**config.mk**
```make
export PLATFORM = sky130hd
export DESIGN_NAME = rx_hold_ctrl
export DESIGN_NICKNAME = d
export VERILOG_FILES = /design/src/rtl/rx_hold_pkg.sv /design/src/rtl/rx_hold_mode_track.sv /design/src/rtl/rx_hold_counter.sv /design/src/rtl/rx_hold_fsm.sv /design/src/rtl/rx_hold_ctrl.sv
export SDC_FILE = /design/constraint.sdc
export NUM_CORES = 1
export LEC_CHECK = 0
export BUFFER_PORTS_ARGS = -buffer_cell sky130_fd_sc_hd__buf_2
export CAP_MARGIN = 30
export CORE_MARGIN = 2
export CORE_UTILIZATION = 30
export CTS_BUF_LIST = sky130_fd_sc_hd__clkbuf_4
export DETAILED_ROUTE_END_ITERATION = 12
export PLACE_DENSITY_LB_ADDON = 0.1
export SLEW_MARGIN = 20
export SYNTH_ARGS = -nofsm -noshare
export SYNTH_HDL_FRONTEND = slang
export SYNTH_SLANG_ARGS = --single-unit
```
**constraint.sdc**
```tcl
create_clock -name clk -period 2 [get_ports clk]
set_input_delay 0.3 -clock clk [delete_from_list [all_inputs] [get_ports clk]]
set_output_delay 0.3 -clock clk [all_outputs]
set_load 0.03 [all_outputs]
```
**src/rtl/rx_hold_pkg.sv**
```systemverilog
package rx_hold_pkg;
    typedef enum logic [1:0] {
        HOLD_FREE  = 2'd0,
        HOLD_LATCH = 2'd1,
        HOLD_TIMED = 2'd2,
        HOLD_FORCE = 2'd3
    } hold_mode_e;

    typedef struct packed {
        logic clr;
        logic load;
        logic dec;
    } cnt_ctl_t;

    function automatic logic mode_needs_sync(input hold_mode_e m);
        return (m == HOLD_LATCH) || (m == HOLD_TIMED);
    endfunction
endpackage

```
**src/rtl/rx_hold_mode_track.sv**
```systemverilog
module rx_hold_mode_track
    import rx_hold_pkg::*;
(
    input  logic       clk,
    input  logic       rst,
    input  logic [1:0] mode_i,
    output hold_mode_e mode_cur,
    output logic       mode_chg
);
    hold_mode_e mode_q;

    always_ff @(posedge clk) begin
        if (rst) mode_q <= HOLD_FREE;
        else     mode_q <= hold_mode_e'(mode_i);
    end

    assign mode_cur = hold_mode_e'(mode_i);
    assign mode_chg = (mode_i != mode_q);
endmodule

```
**src/rtl/rx_hold_counter.sv**
```systemverilog
module rx_hold_counter
    import rx_hold_pkg::*;
#(
    parameter int CNT_W = 8
) (
    input  logic             clk,
    input  logic             rst,
    input  cnt_ctl_t         ctl,
    input  logic [CNT_W-1:0] load_val,
    output logic             cnt_last,
    output logic             cnt_nz
);
    localparam logic [CNT_W-1:0] ONE = CNT_W'(1);

    logic [CNT_W-1:0] cnt_q;

    always_ff @(posedge clk) begin
        if (rst || ctl.clr)     cnt_q <= '0;
        else if (ctl.load)      cnt_q <= load_val;
        else if (ctl.dec && cnt_q != '0) cnt_q <= cnt_q - ONE;
    end

    assign cnt_last = (cnt_q == ONE);
    assign cnt_nz   = (cnt_q != '0);


    cnt_load_chk: assert property (@(posedge clk) disable iff (rst)
        (ctl.load && !ctl.clr) |=> (cnt_q == $past(load_val)));


    cnt_step_chk: assert property (@(posedge clk) disable iff (rst)
        (ctl.dec && !ctl.clr && !ctl.load && cnt_q != '0) |=> (cnt_q == $past(cnt_q) - ONE));
endmodule

```
**src/rtl/rx_hold_fsm.sv**
```systemverilog
module rx_hold_fsm
    import rx_hold_pkg::*;
#(
    parameter int CNT_W = 8
) (
    input  logic             clk,
    input  logic             rst,
    input  hold_mode_e       mode_cur,
    input  logic             mode_chg,
    input  logic             sync_pulse,
    input  logic             byte_strobe,
    input  logic [CNT_W-1:0] byte_limit,
    input  logic             cnt_last,
    input  logic             cnt_nz,
    output cnt_ctl_t         ctl,
    output logic             hold
);
    logic hold_q, hold_d, expire, limit_ok;

    assign limit_ok = (byte_limit != '0);
    assign expire   = ctl.dec && cnt_last;

    always_comb begin
        ctl.load = !mode_chg && mode_cur == HOLD_TIMED && !hold_q && sync_pulse && limit_ok;
        ctl.dec  = !mode_chg && mode_cur == HOLD_TIMED && hold_q && byte_strobe;
        ctl.clr  = mode_chg || mode_cur != HOLD_TIMED || expire;
    end

    always_comb begin
        if (mode_chg) begin
            hold_d = (mode_cur == HOLD_FORCE);
        end else begin
            unique case (mode_cur)
                HOLD_FREE:  hold_d = 1'b0;
                HOLD_FORCE: hold_d = 1'b1;
                HOLD_LATCH: hold_d = hold_q || sync_pulse;
                HOLD_TIMED: hold_d = hold_q ? !expire : (sync_pulse && limit_ok);
                default:    hold_d = 1'b0;
            endcase
        end
    end

    always_ff @(posedge clk) begin
        if (rst) hold_q <= 1'b0;
        else     hold_q <= hold_d;
    end

    assign hold = hold_q;


    free_release_chk: assert property (@(posedge clk) disable iff (rst)
        (mode_cur == HOLD_FREE) |=> !hold_q);


    force_hold_chk: assert property (@(posedge clk) disable iff (rst)
        (mode_cur == HOLD_FORCE) |=> hold_q);


    latch_keep_chk: assert property (@(posedge clk) disable iff (rst)
        (hold_q && mode_cur == HOLD_LATCH && !mode_chg) |=> hold_q);


    change_clear_chk: assert property (@(posedge clk) disable iff (rst)
        (mode_chg && mode_cur != HOLD_FORCE) |=> !hold_q);


    zero_limit_chk: assert property (@(posedge clk) disable iff (rst)
        (mode_cur == HOLD_TIMED && !limit_ok && !hold_q) |=> !hold_q);


    timed_count_chk: assert property (@(posedge clk) disable iff (rst)
        (hold_q && mode_cur == HOLD_TIMED && !mode_chg) |-> cnt_nz);
endmodule

```
**src/rtl/rx_hold_ctrl.sv**
```systemverilog
module rx_hold_ctrl
    import rx_hold_pkg::*;
#(
    parameter int CNT_W = 8
) (
    input  logic             clk,
    input  logic             rst,
    input  logic [1:0]       mode_i,
    input  logic [CNT_W-1:0] byte_limit_i,
    input  logic             sync_pulse_i,
    input  logic             byte_strobe_i,
    output logic             hold_o,
    output logic             hold_status_o
);
    hold_mode_e mode_cur;
    logic       mode_chg, cnt_last, cnt_nz, hold;
    cnt_ctl_t   ctl;

    rx_hold_mode_track u_mode (
        .clk(clk), .rst(rst), .mode_i(mode_i),
        .mode_cur(mode_cur), .mode_chg(mode_chg)
    );

    rx_hold_counter #(.CNT_W(CNT_W)) u_cnt (
        .clk(clk), .rst(rst), .ctl(ctl), .load_val(byte_limit_i),
        .cnt_last(cnt_last), .cnt_nz(cnt_nz)
    );

    rx_hold_fsm #(.CNT_W(CNT_W)) u_fsm (
        .clk(clk), .rst(rst), .mode_cur(mode_cur), .mode_chg(mode_chg),
        .sync_pulse(sync_pulse_i), .byte_strobe(byte_strobe_i),
        .byte_limit(byte_limit_i), .cnt_last(cnt_last), .cnt_nz(cnt_nz),
        .ctl(ctl), .hold(hold)
    );

    assign hold_o        = hold;
    assign hold_status_o = hold;


    reset_clear_chk: assert property (@(posedge clk) rst |=> !hold_o);
endmodule

```
# [Yosys cells after proc, flatten, opt, wreduce, memory -nomap -nowiden]
# Index checks and enable logic that the tools add are counted.
[classes] eq_ne=6 n_reduce_logical=20 muxes=5 addsub=1
[op_table] op="2-to-1 mux 8 bit" count=2
[op_table] op="nonzero test 8 bit" count=2
[op_table] op="logical AND 1 bit" count=9
[op_table] op="equality test 8 x 1 -> 1 bit (second input constant)" count=1
[op_table] op="subtractor 8 x 1 -> 8 bit (second input constant)" count=1
[op_table] op="equality test 2 bit (second input constant)" count=2
[op_table] op="logical OR 1 bit" count=4
[op_table] op="case mux 1 bit (4 select lines)" count=1
[op_table] op="logical NOT 1 bit" count=3
[op_table] op="equality test 2 x 1 -> 1 bit (second input constant)" count=1
[op_table] op="logical NOT 2 bit" count=1
[op_table] op="2-to-1 mux 1 bit" count=2
[op_table] op="!= test 2 bit" count=1
[op_table] op="!= test 2 bit (second input constant)" count=1
[op_table] op="nonzero test 2 bit" count=1
[totals] ff_bits=11 elab_cells=35 inputBits=14

# [Longest topological paths before layout]
# Gate-level depths: netlist of run 1.
[depth] word_depth=10 mapped_depth=7 depth_no_buf=6

# [Cells and area by module]
# A second synthesis of run 1 with hierarchy kept.
[hier_totals] cells_unflattened=89 hier_area_um2=764.5
[by_module_without_submodules] mod="rx_hold_counter" cells_per_inst=62 instances=1 area_each_um2=529.3 seq_area_each_um2=160.2
[by_module_without_submodules] mod="rx_hold_fsm" cells_per_inst=17 instances=1 area_each_um2=136.4 seq_area_each_um2=20.0
[by_module_without_submodules] mod="rx_hold_mode_track" cells_per_inst=9 instances=1 area_each_um2=91.3 seq_area_each_um2=40.0
[by_module_without_submodules] mod="rx_hold_ctrl" cells_per_inst=1 instances=1 area_each_um2=7.5 seq_area_each_um2=0.0

# [Least setup slack after synthesis of run 1]
# Ideal clock, no wire load.
[synth_path] kind="flip-flop to flip-flop" from="reg u_cnt.cnt_q[0]" to="reg u_cnt.cnt_q[4]" setup_slack_ps=299 required_ps=1930 stages_incl_launch_ff=8 t_arrival_ps=1631 setup_ps=70 n_path_buf=1 period_less_slack_ps=1701 path_cell_list="dfxtp_1 > inv_1 > ha_1 > nor3b_1 > a211o_1 > clkbuf_1 > o32ai_1 > o2bb2ai_1"
[synth_via] elab_chain_cells=4 word_cells_on_any_way=10 classes_between="add/sub (1); eq/ne (1); mux (2); reduce/logical (6)"
[synth_rtl] element="start: declaration" line_no="rx_hold_counter.sv:15" text="logic [CNT_W-1:0] cnt_q;"
[synth_rtl] element="start signal: assignment" line_no="rx_hold_counter.sv:19" text="else if (ctl.load) cnt_q <= load_val;"
[synth_rtl] element="start signal: assignment" line_no="rx_hold_counter.sv:20" text="else if (ctl.dec && cnt_q != '0) cnt_q <= cnt_q - ONE;"
[synth_rtl] element="branches (longest 4 deep; another with subtractor 8 x 1 -> 8 bit)"
# Parallel ways; which one is timed is not known. The select of a mux whose other input is x is not followed.
# A chain may end at the register's enable or synchronous reset.

# [Worst setup path in the final report of run 1]
[layout_path] from="reg u_cnt.cnt_q[0]" to="reg u_cnt.cnt_q[3]"
# The elaborated chain is that of the path after synthesis.

==> metrics.md, run 1 <==
| Metric | Value |
|---|---|
| Area grow syn2layout | 22.4% |
| Syn_area_per_cell | 8.13 um^2 |
| Critical path required time | 2.22 ns |
| Inserted Clock Buffers | 3 |
| Post-CTS setup buffer count | 0 |
| Root buffer cell | clkbuf_4 |
| Status | completed |
| Largest net degree at the start of global routing | 12 |
| Cell variety after synth | 38 |
| Clock sinks | 11 |
| Post-synthesis register bit count | 11 |
| Antenna cells | 0 |
| Drt initial violations | 8 |
| Crit. Startpoint | u_cnt.cnt_q[0] |
| Post-Synthesis Cells | 90 |
| Synthesized cell area | 732 um^2 |
| Skew-Pair Late Insertion Delay | 0.28 ns |
| Post-synthesis sequential area ratio | 0.301 |
| # resized after CTS | 0 |
| Routed Antenna Nets | 0 |
| Commonest cells after routing, fill and taps aside | buf_2, dfxtp_1, nand2_1 |
| Via count | 765 |
| Synth async-reset ratio | 0 |
| FILL cells | 259 |
| Post-synth EDFFs | 0 |
| Critical path class | reg2reg |
| Max clock buf depth | 2 |
| Pwr Density | 480 mW/mm^2 |
| Post-CTS Hold Buffers | 0 |
| RePlAce Congestion | 0.782 |
| Period utilisation layout | 0.921 |
| DR WL/cell | 13.9 um |
| Clk slew on worst S/H paths | 0.08 ns |
| Core outline area | 0.00225 mm^2 |
| Gr ovfl total | 0 |
| Skew final | 0.00154 ns |
| Storage cell area | 220 um^2 |
| Nets | 128 |
| Reg-to-Reg Start | u_cnt.cnt_q[0] |
| Initial antenna violation count | 0 |
| Fin. max-slew vios | 0 |
| Setup Viol. Count Final | 0 |
| Die footprint | 0.00285 mm^2 |
| Pleak | 0.000348 uW |
| TNS Setup | 0 ns |
| Peak VDD IR | 0.281 mV |
| Final Hold Vio Count | 0 |
| Die width | 53.4 um |
| H-Tree Depth | 1 |
| Commonest non-fill, non-tap cell in the layout | buf_2 |
| Buffers on Ports | 15 |
| CTS tree | yes |
| Die Ht | 53.4 um |
| Vias per cell | 5.50 |
| Post-synth top flop | dfxtp_1 |
| DP HPWL | 1500 um |
| Worst Tran Pin Value | 0.513 ns |
| DR pass1 iterations | 4 |
| CP endpoint kind | flip-flop |
| Total power | 430 uW |
| Crit path time final | 1.84 ns |
| Global-route wire length before repair | 3130 um |
| HP Class | in2reg |
| Post-Syn Nets | 106 |
| Hold_sp | rst |
| Ys Warns | 0 |
| DRT Wirelength | 1940 um |
| Max_cap viols | 0 |
| IO Count | 16 |
| Share of cells above drive strength 1 | 0.261 |
| Initial Util | 0.325 |
| Multi-input logic area | 478 um^2 |
| Core Rows | 17 |
| Vias in the first global route | 708 |
| Unrepaired setup endpoints after global routing | false |
| CP Launch Type | flip-flop |
| Worst Path Arrival | 2.06 ns |
| Slew headroom | 0.655 |
| Post-route DRC | 0 |
| GRT Util Overall | 0.160 |
| Crit path max fanout | 11 |
| Fmax achieved | 0.543 GHz |
-- routing by layer --
metal / part of all wire / GRT usage / vias up / routed length, um
met5: 0 / 0 / - / 0
met4: 0.015 / 0.0684 / 0 / 29
met3: 0.047 / 0.0650 / 4 / 92
met2: 0.47 / 0.267 / 14 / 913
met1: 0.47 / 0.177 / 363 / 901
li1: - / - / 384 / -
-- worst max-delay path: stages, from the launching register on --
cell	delay [ns]
dfxtp_1	0.41
inv_1	0.07
ha_1	0.23
nor3b_1	0.18
a211o_1	0.44
o2bb2a_1	0.33
a21oi_1	0.11
-- cell families (layout without fill, tap and decap cells) --
kind of cell / Yosys count / count (layout) / synth area share
AO/OA/AOI/OAI: 31 / 31 / 0.321
flip-flops: 11 / 11 / 0.301
AND/OR/NAND/NOR: 38 / 38 / 0.297
adder cells (fa/ha/maj): 2 / 2 / 0.0342
buffers and inverters: 8 / 29 / 0.0462
-- stage by stage --
stage	cell area [um^2]	hold WS, ns	util	cells	setup WS, ns
floorplan	732	0.367	-	90	0.299
global route	896	0.222	0.397	139	0.0267
finish	896	0.241	0.397	139	0.158
CTS	896	0.229	0.397	139	0.146
global placement	868	0.496	0.385	135	0.223
detailed placement	868	0.499	0.385	135	0.161
-- cells in the mapped netlist (2+ instances only) --
library cell / count / area share
a2bb2oi_1: 3 / 0.036
o21ai_0: 3 / 0.021
or3_1: 2 / 0.017
ha_1: 2 / 0.034
nor4_1: 3 / 0.026
nand2_1: 8 / 0.041
inv_1: 4 / 0.021
a21oi_1: 3 / 0.021
o21ai_1: 2 / 0.014
nand3_1: 5 / 0.034
nand2b_1: 3 / 0.026
dfxtp_1: 11 / 0.30
a21boi_0: 2 / 0.021
nor3b_1: 3 / 0.031
nor2_1: 6 / 0.031
a31oi_1: 2 / 0.017
a211o_1: 2 / 0.024
clkbuf_1: 3 / 0.015
o2bb2ai_1: 3 / 0.036
a21o_1: 2 / 0.021
-- sequential cells by signal, indices dropped and copies added (netlist names) --
signal and flops:
u_cnt.cnt_q 8, u_mode.mode_q 2, u_fsm.hold 1
-- where the power goes --
group          switching (uW)  internal, uW  total [uW]
registers                3.02           222         225
logic                    25.2          21.5        46.7
clock network            84.3          74.2         159
-- final timing paths --
path,to,slack (ns),cells past startpoint
hold / removal,u_mode.mode_q[0],0.24,2
hold reg to reg,u_cnt.cnt_q[1],0.51,2
setup reg to reg,u_cnt.cnt_q[3],0.16,6
setup / recovery,u_cnt.cnt_q[3],0.16,6
-- cell type report --
| class | instances | share of cell area |
|---|---|---|
| Clock inverter | 1 | 0.00559 |
| Tap cell | 28 | 0.0391 |
| Multi-Input combinational cell | 71 | 0.534 |
| Timing Repair Buffer | 21 | 0.134 |
| Sequential cell | 11 | 0.246 |
| Clock buffer | 3 | 0.0251 |
| Inverter | 4 | 0.0168 |
No activity file was read; power rests on OpenSTA's default activity.
==> run 2, diff against run 1 <==
--- a/config.mk
+++ b/config.mk
@@ -5,6 +5,7 @@
 export SDC_FILE = /design/constraint.sdc
 export NUM_CORES = 1
 export LEC_CHECK = 0
+export ABC_AREA = 1
 export BUFFER_PORTS_ARGS = -buffer_cell sky130_fd_sc_hd__buf_2
 export CAP_MARGIN = 30
 export CORE_MARGIN = 2
==> run 2 against run 1 <==
Effect of this change:
- final cell count rose by 38%
- fmax rose by 20%
- clock-buffer cell count did not move
- worst hold slack improved by 0.0089 ns
- clock power barely moved
- synthesized cell count rose by 59%
- setup slack improved by 0.31 ns
- via count rose by 19%
- combinational power rose by 20%
- clock skew rose by 0.0030 ns
- register-to-register slack improved by 0.31 ns
- power rose by 1.5%
==> metrics.md, run 2 <==
| Metric | Value |
|---|---|
| RePlAce Congestion | 0.825 (+5.4%) |
| Pleak | 0.000505 uW (+45%) |
| Worst Tran Pin Value | 0.325 ns (-0.188 ns) |
| Ys Warns | 0 (unchanged) |
| Slew headroom | 0.783 (+0.128) |
| Skew-Pair Late Insertion Delay | 0.27 ns (about the same) |
| Setup Viol. Count Final | 0 (unchanged) |
| Hold_sp | rst |
| Clock sinks | 11 (unchanged) |
| CTS tree | yes |
| Commonest cells after routing, fill and taps aside | nand2_1, nor2_1, nand3_1 |
| Synth Area in Simple Gates | 0.551 (+0.254) |
| Pwr Density | 433 mW/mm^2 (-10%) |
| Core Rows | 19 (+2) |
| Post-Syn Nets | 159 (+50%) |
| Commonest non-fill, non-tap cell in the layout | nand2_1 |
| Fin area | 0.00101 mm^2 (+13%) |
| Critical path class | reg2reg |
| CP Launch Type | flip-flop |
| Top reg by flops | u_cnt.cnt_q |
| Max clock buf depth | 2 (unchanged) |
| Skew final | 0.00451 ns (+0.00297 ns) |
| GRT Util Overall | 0.143 (-0.0171) |
| Post-synthesis adder-cell area fraction | 0.0286 (-0.00562) |
| Routed Antenna Nets | 0 (unchanged) |
| # resized after CTS | 0 (unchanged) |
| Core outline area | 0.00276 mm^2 (+22%) |
| Global-route wire length before repair | 3670 um (+17%) |
| Largest net degree at the start of global routing | 11 (-1) |
| Vias in the first global route | 852 (+20%) |
| Crit path max fanout | 8 (-3) |
| Post-synthesis sequential area ratio | 0.251 (-0.0494) |
| Hold Slack | 0.250 ns (+0.00889 ns) |
| FF-to-FF End | u_cnt.cnt_q[6] |
| DP HPWL | 1710 um (+15%) |
| Synth async-reset ratio | 0 (unchanged) |
| Synth cell count leaders | nand2_1, nor2_1, nand3_1, inv_1, dfxtp_1 |
| Post-synthesis register bit count | 11 (unchanged) |
| Post-synth top flop | dfxtp_1 |
| Cell variety after synth | 25 (-34%) |
| Critical path required time | 2.16 ns (-0.06 ns) |
| Sw Share | 0.272 (+0.0107) |
| CP Cell Sequence | inv_1, ha_1, nand2_2, nor2_1, nor2_4, nand2_1, nand2_1, nor2_1, nor2_1 |
| Cell mode on critical path | nor2_1 |
| Unrepaired setup endpoints after global routing | false |
| Hold Path Stages | 2 (unchanged) |
| Reg-to-Reg Start | u_cnt.cnt_q[0] |
| Max_cap viols | 0 (unchanged) |
| Reg2reg setup slack | 0.47 ns (+0.31 ns) |
| DP Area | 982 um^2 (+13%) |
| Antenna cells | 0 (unchanged) |
| Nets | 178 (+39%) |
| Post-CTS setup buffer count | 0 (unchanged) |
| Peak VDD IR | 0.309 mV (+10%) |
| Drt initial violations | 28 (+20) |
| IO Count | 16 (unchanged) |
| Die footprint | 0.00337 mm^2 (+18%) |
| Status | completed |
| Most frequent cell after synthesis | nand2_1 |
| DRT Wirelength | 2080 um (+7.1%) |
| CP max-delay cell | dfxtp_1 |
| TNS Setup | 0 ns (unchanged) |
| Root buffer cell | clkbuf_4 |
| Logic pwr share | 0.128 (+0.020) |
| HP Class | in2reg |
| Clk slew on worst S/H paths | 0.08 ns (about the same) |
| Core Util, Final | 0.366 (-0.0312) |
| DR pass1 iterations | 4 (unchanged) |
| Initial antenna violation count | 0 (unchanged) |
| Xor and xnor area share after synthesis | 0.0100 (+0.0100) |
| Die Ht | 58.0 um (+8.7%) |
| Share of cells above drive strength 1 | 0.217 (-0.0439) |
| Gr ovfl total | 0 (unchanged) |
| Inserted Clock Buffers | 3 (unchanged) |
| Initial Util | 0.318 (-0.00704) |
| H-Tree Depth | 1 (unchanged) |
| Buffers on Ports | 15 (unchanged) |
| Sequential Power Share | 0.515 (-0.008) |
| Clock power frac | 0.357 (-0.011) |
| Critical path's top delay family | simple AND/OR/NAND/NOR gates |
| Largest register FFs | 8 (unchanged) |
| Post-Synthesis Cells | 143 (+59%) |
| Crit-path max cell delay | 0.33 ns (-0.11 ns) |
| Worst Path Buf+Inv | 1 (unchanged) |
| Fmax achieved | 0.652 GHz (+20%) |
| Multiplexer share of the synthesized area | 0 (unchanged) |
| R2R depth | 9 (+3) |
| CP endpoint kind | flip-flop |
| Pint | 318 uW (about the same) |
| Final Hold Vio Count | 0 (unchanged) |
| Post-synth top area share | 0.251 (-0.0494) |
| Post-route DRC | 0 (unchanged) |
| DR WL/cell | 10.8 um (-22%) |
| Vias per cell | 4.76 (-14%) |
| Via count | 913 (+19%) |
| Synthesized cell area | 876 um^2 (+20%) |
| Synth Area in Compound Gates | 0.0557 (-0.266) |
| Die width | 58.0 um (+8.7%) |
| Hold Path End | u_mode.mode_q[0] |
| Area grow syn2layout | 15.3% |
| Period utilisation layout | 0.766 (-0.155) |
| Post-synth EDFFs | 0 (unchanged) |
| Synth area leader | dfxtp_1 |
| Crit path time final | 1.53 ns (-0.310 ns) |
| Worst Path Arrival | 1.69 ns (-0.37 ns) |
| Syn_area_per_cell | 6.12 um^2 (-25%) |
| Fin. max-slew vios | 0 (unchanged) |
| Post-CTS Hold Buffers | 0 (unchanged) |
| Switching power | 119 uW (+5.6%) |
| Top cells by area, synth | dfxtp_1, nand2_1, nand3_1, nor2_1, inv_1 |
| Largest family of logic cells by synthesized area | simple AND/OR/NAND/NOR gates |
## run 2: cell count changes after synthesis, sizes merged, moves of 4 or more
cell	before	now
nand4	0	4
nor2	6	28
inv	4	21
nand3	5	22
nand2	8	41
## run 2: layer usage
layer	vias up	part of all wire	GRT usage
li1	488	-	-
met4	0	0.0082	0.0399
met2	10	0.47	0.232
met1	413	0.49	0.184
met3	2	0.032	0.0424
met5	-	0	0
## run 2: logic make-up (layout without fill, tap and decap cells)
family / Yosys count / in the layout
buffers and inverters: 23 / 41
adder cells (fa/ha/maj): 2 / 2
AND/OR/NAND/NOR: 98 / 98
AO/OA/AOI/OAI: 8 / 8
flip-flops: 11 / 11
XOR/XNOR: 1 / 1
## run 2: power by group through the flow
stage	Clock, uW	Combinational (uW)	Sequential [uW]
after floorplan	0	30.8	233
after global placement	0	56.3	230
after detailed placement	0	56.5	230
after CTS	162	56.6	225
after global routing	175	63.5	225
final	156	55.9	225
## run 2: area by class of cell
type / instances / area, um^2
clock buffer: 3 / 22.5
inverter: 22 / 82.6
multi-input combinational: 109 / 566
timing repair buffer: 15 / 75.1
clock inverter: 1 / 5.00
sequential: 11 / 220
tap: 31 / 38.8
fill: 304 / 1750
## run 2: how the worst max path moves through the flow
| stage | start | depth (start not counted) | to |
|---|---|---|---|
| 6_report | u_cnt.cnt_q[0] | 9 | u_cnt.cnt_q[6] |
| 5_1_grt | u_cnt.cnt_q[0] | 9 | u_cnt.cnt_q[4] |
| 4_1_cts | u_cnt.cnt_q[0] | 9 | u_cnt.cnt_q[6] |
| 3_5_place_dp | u_cnt.cnt_q[0] | 9 | u_cnt.cnt_q[6] |
| 3_3_place_gp | u_cnt.cnt_q[0] | 9 | u_cnt.cnt_q[2] |
| 2_1_floorplan | u_fsm.hold | 7 | u_cnt.cnt_q[4] |
## run 2: per-stage QoR
step,instances,setup slack [ns],total power (uW)
6_report,192,0.467,437
5_1_grt,192,0.299,463
2_1_floorplan,143,0.664,264
3_5_place_dp,188,0.470,287
4_1_cts,192,0.453,444
3_3_place_gp,188,0.525,286
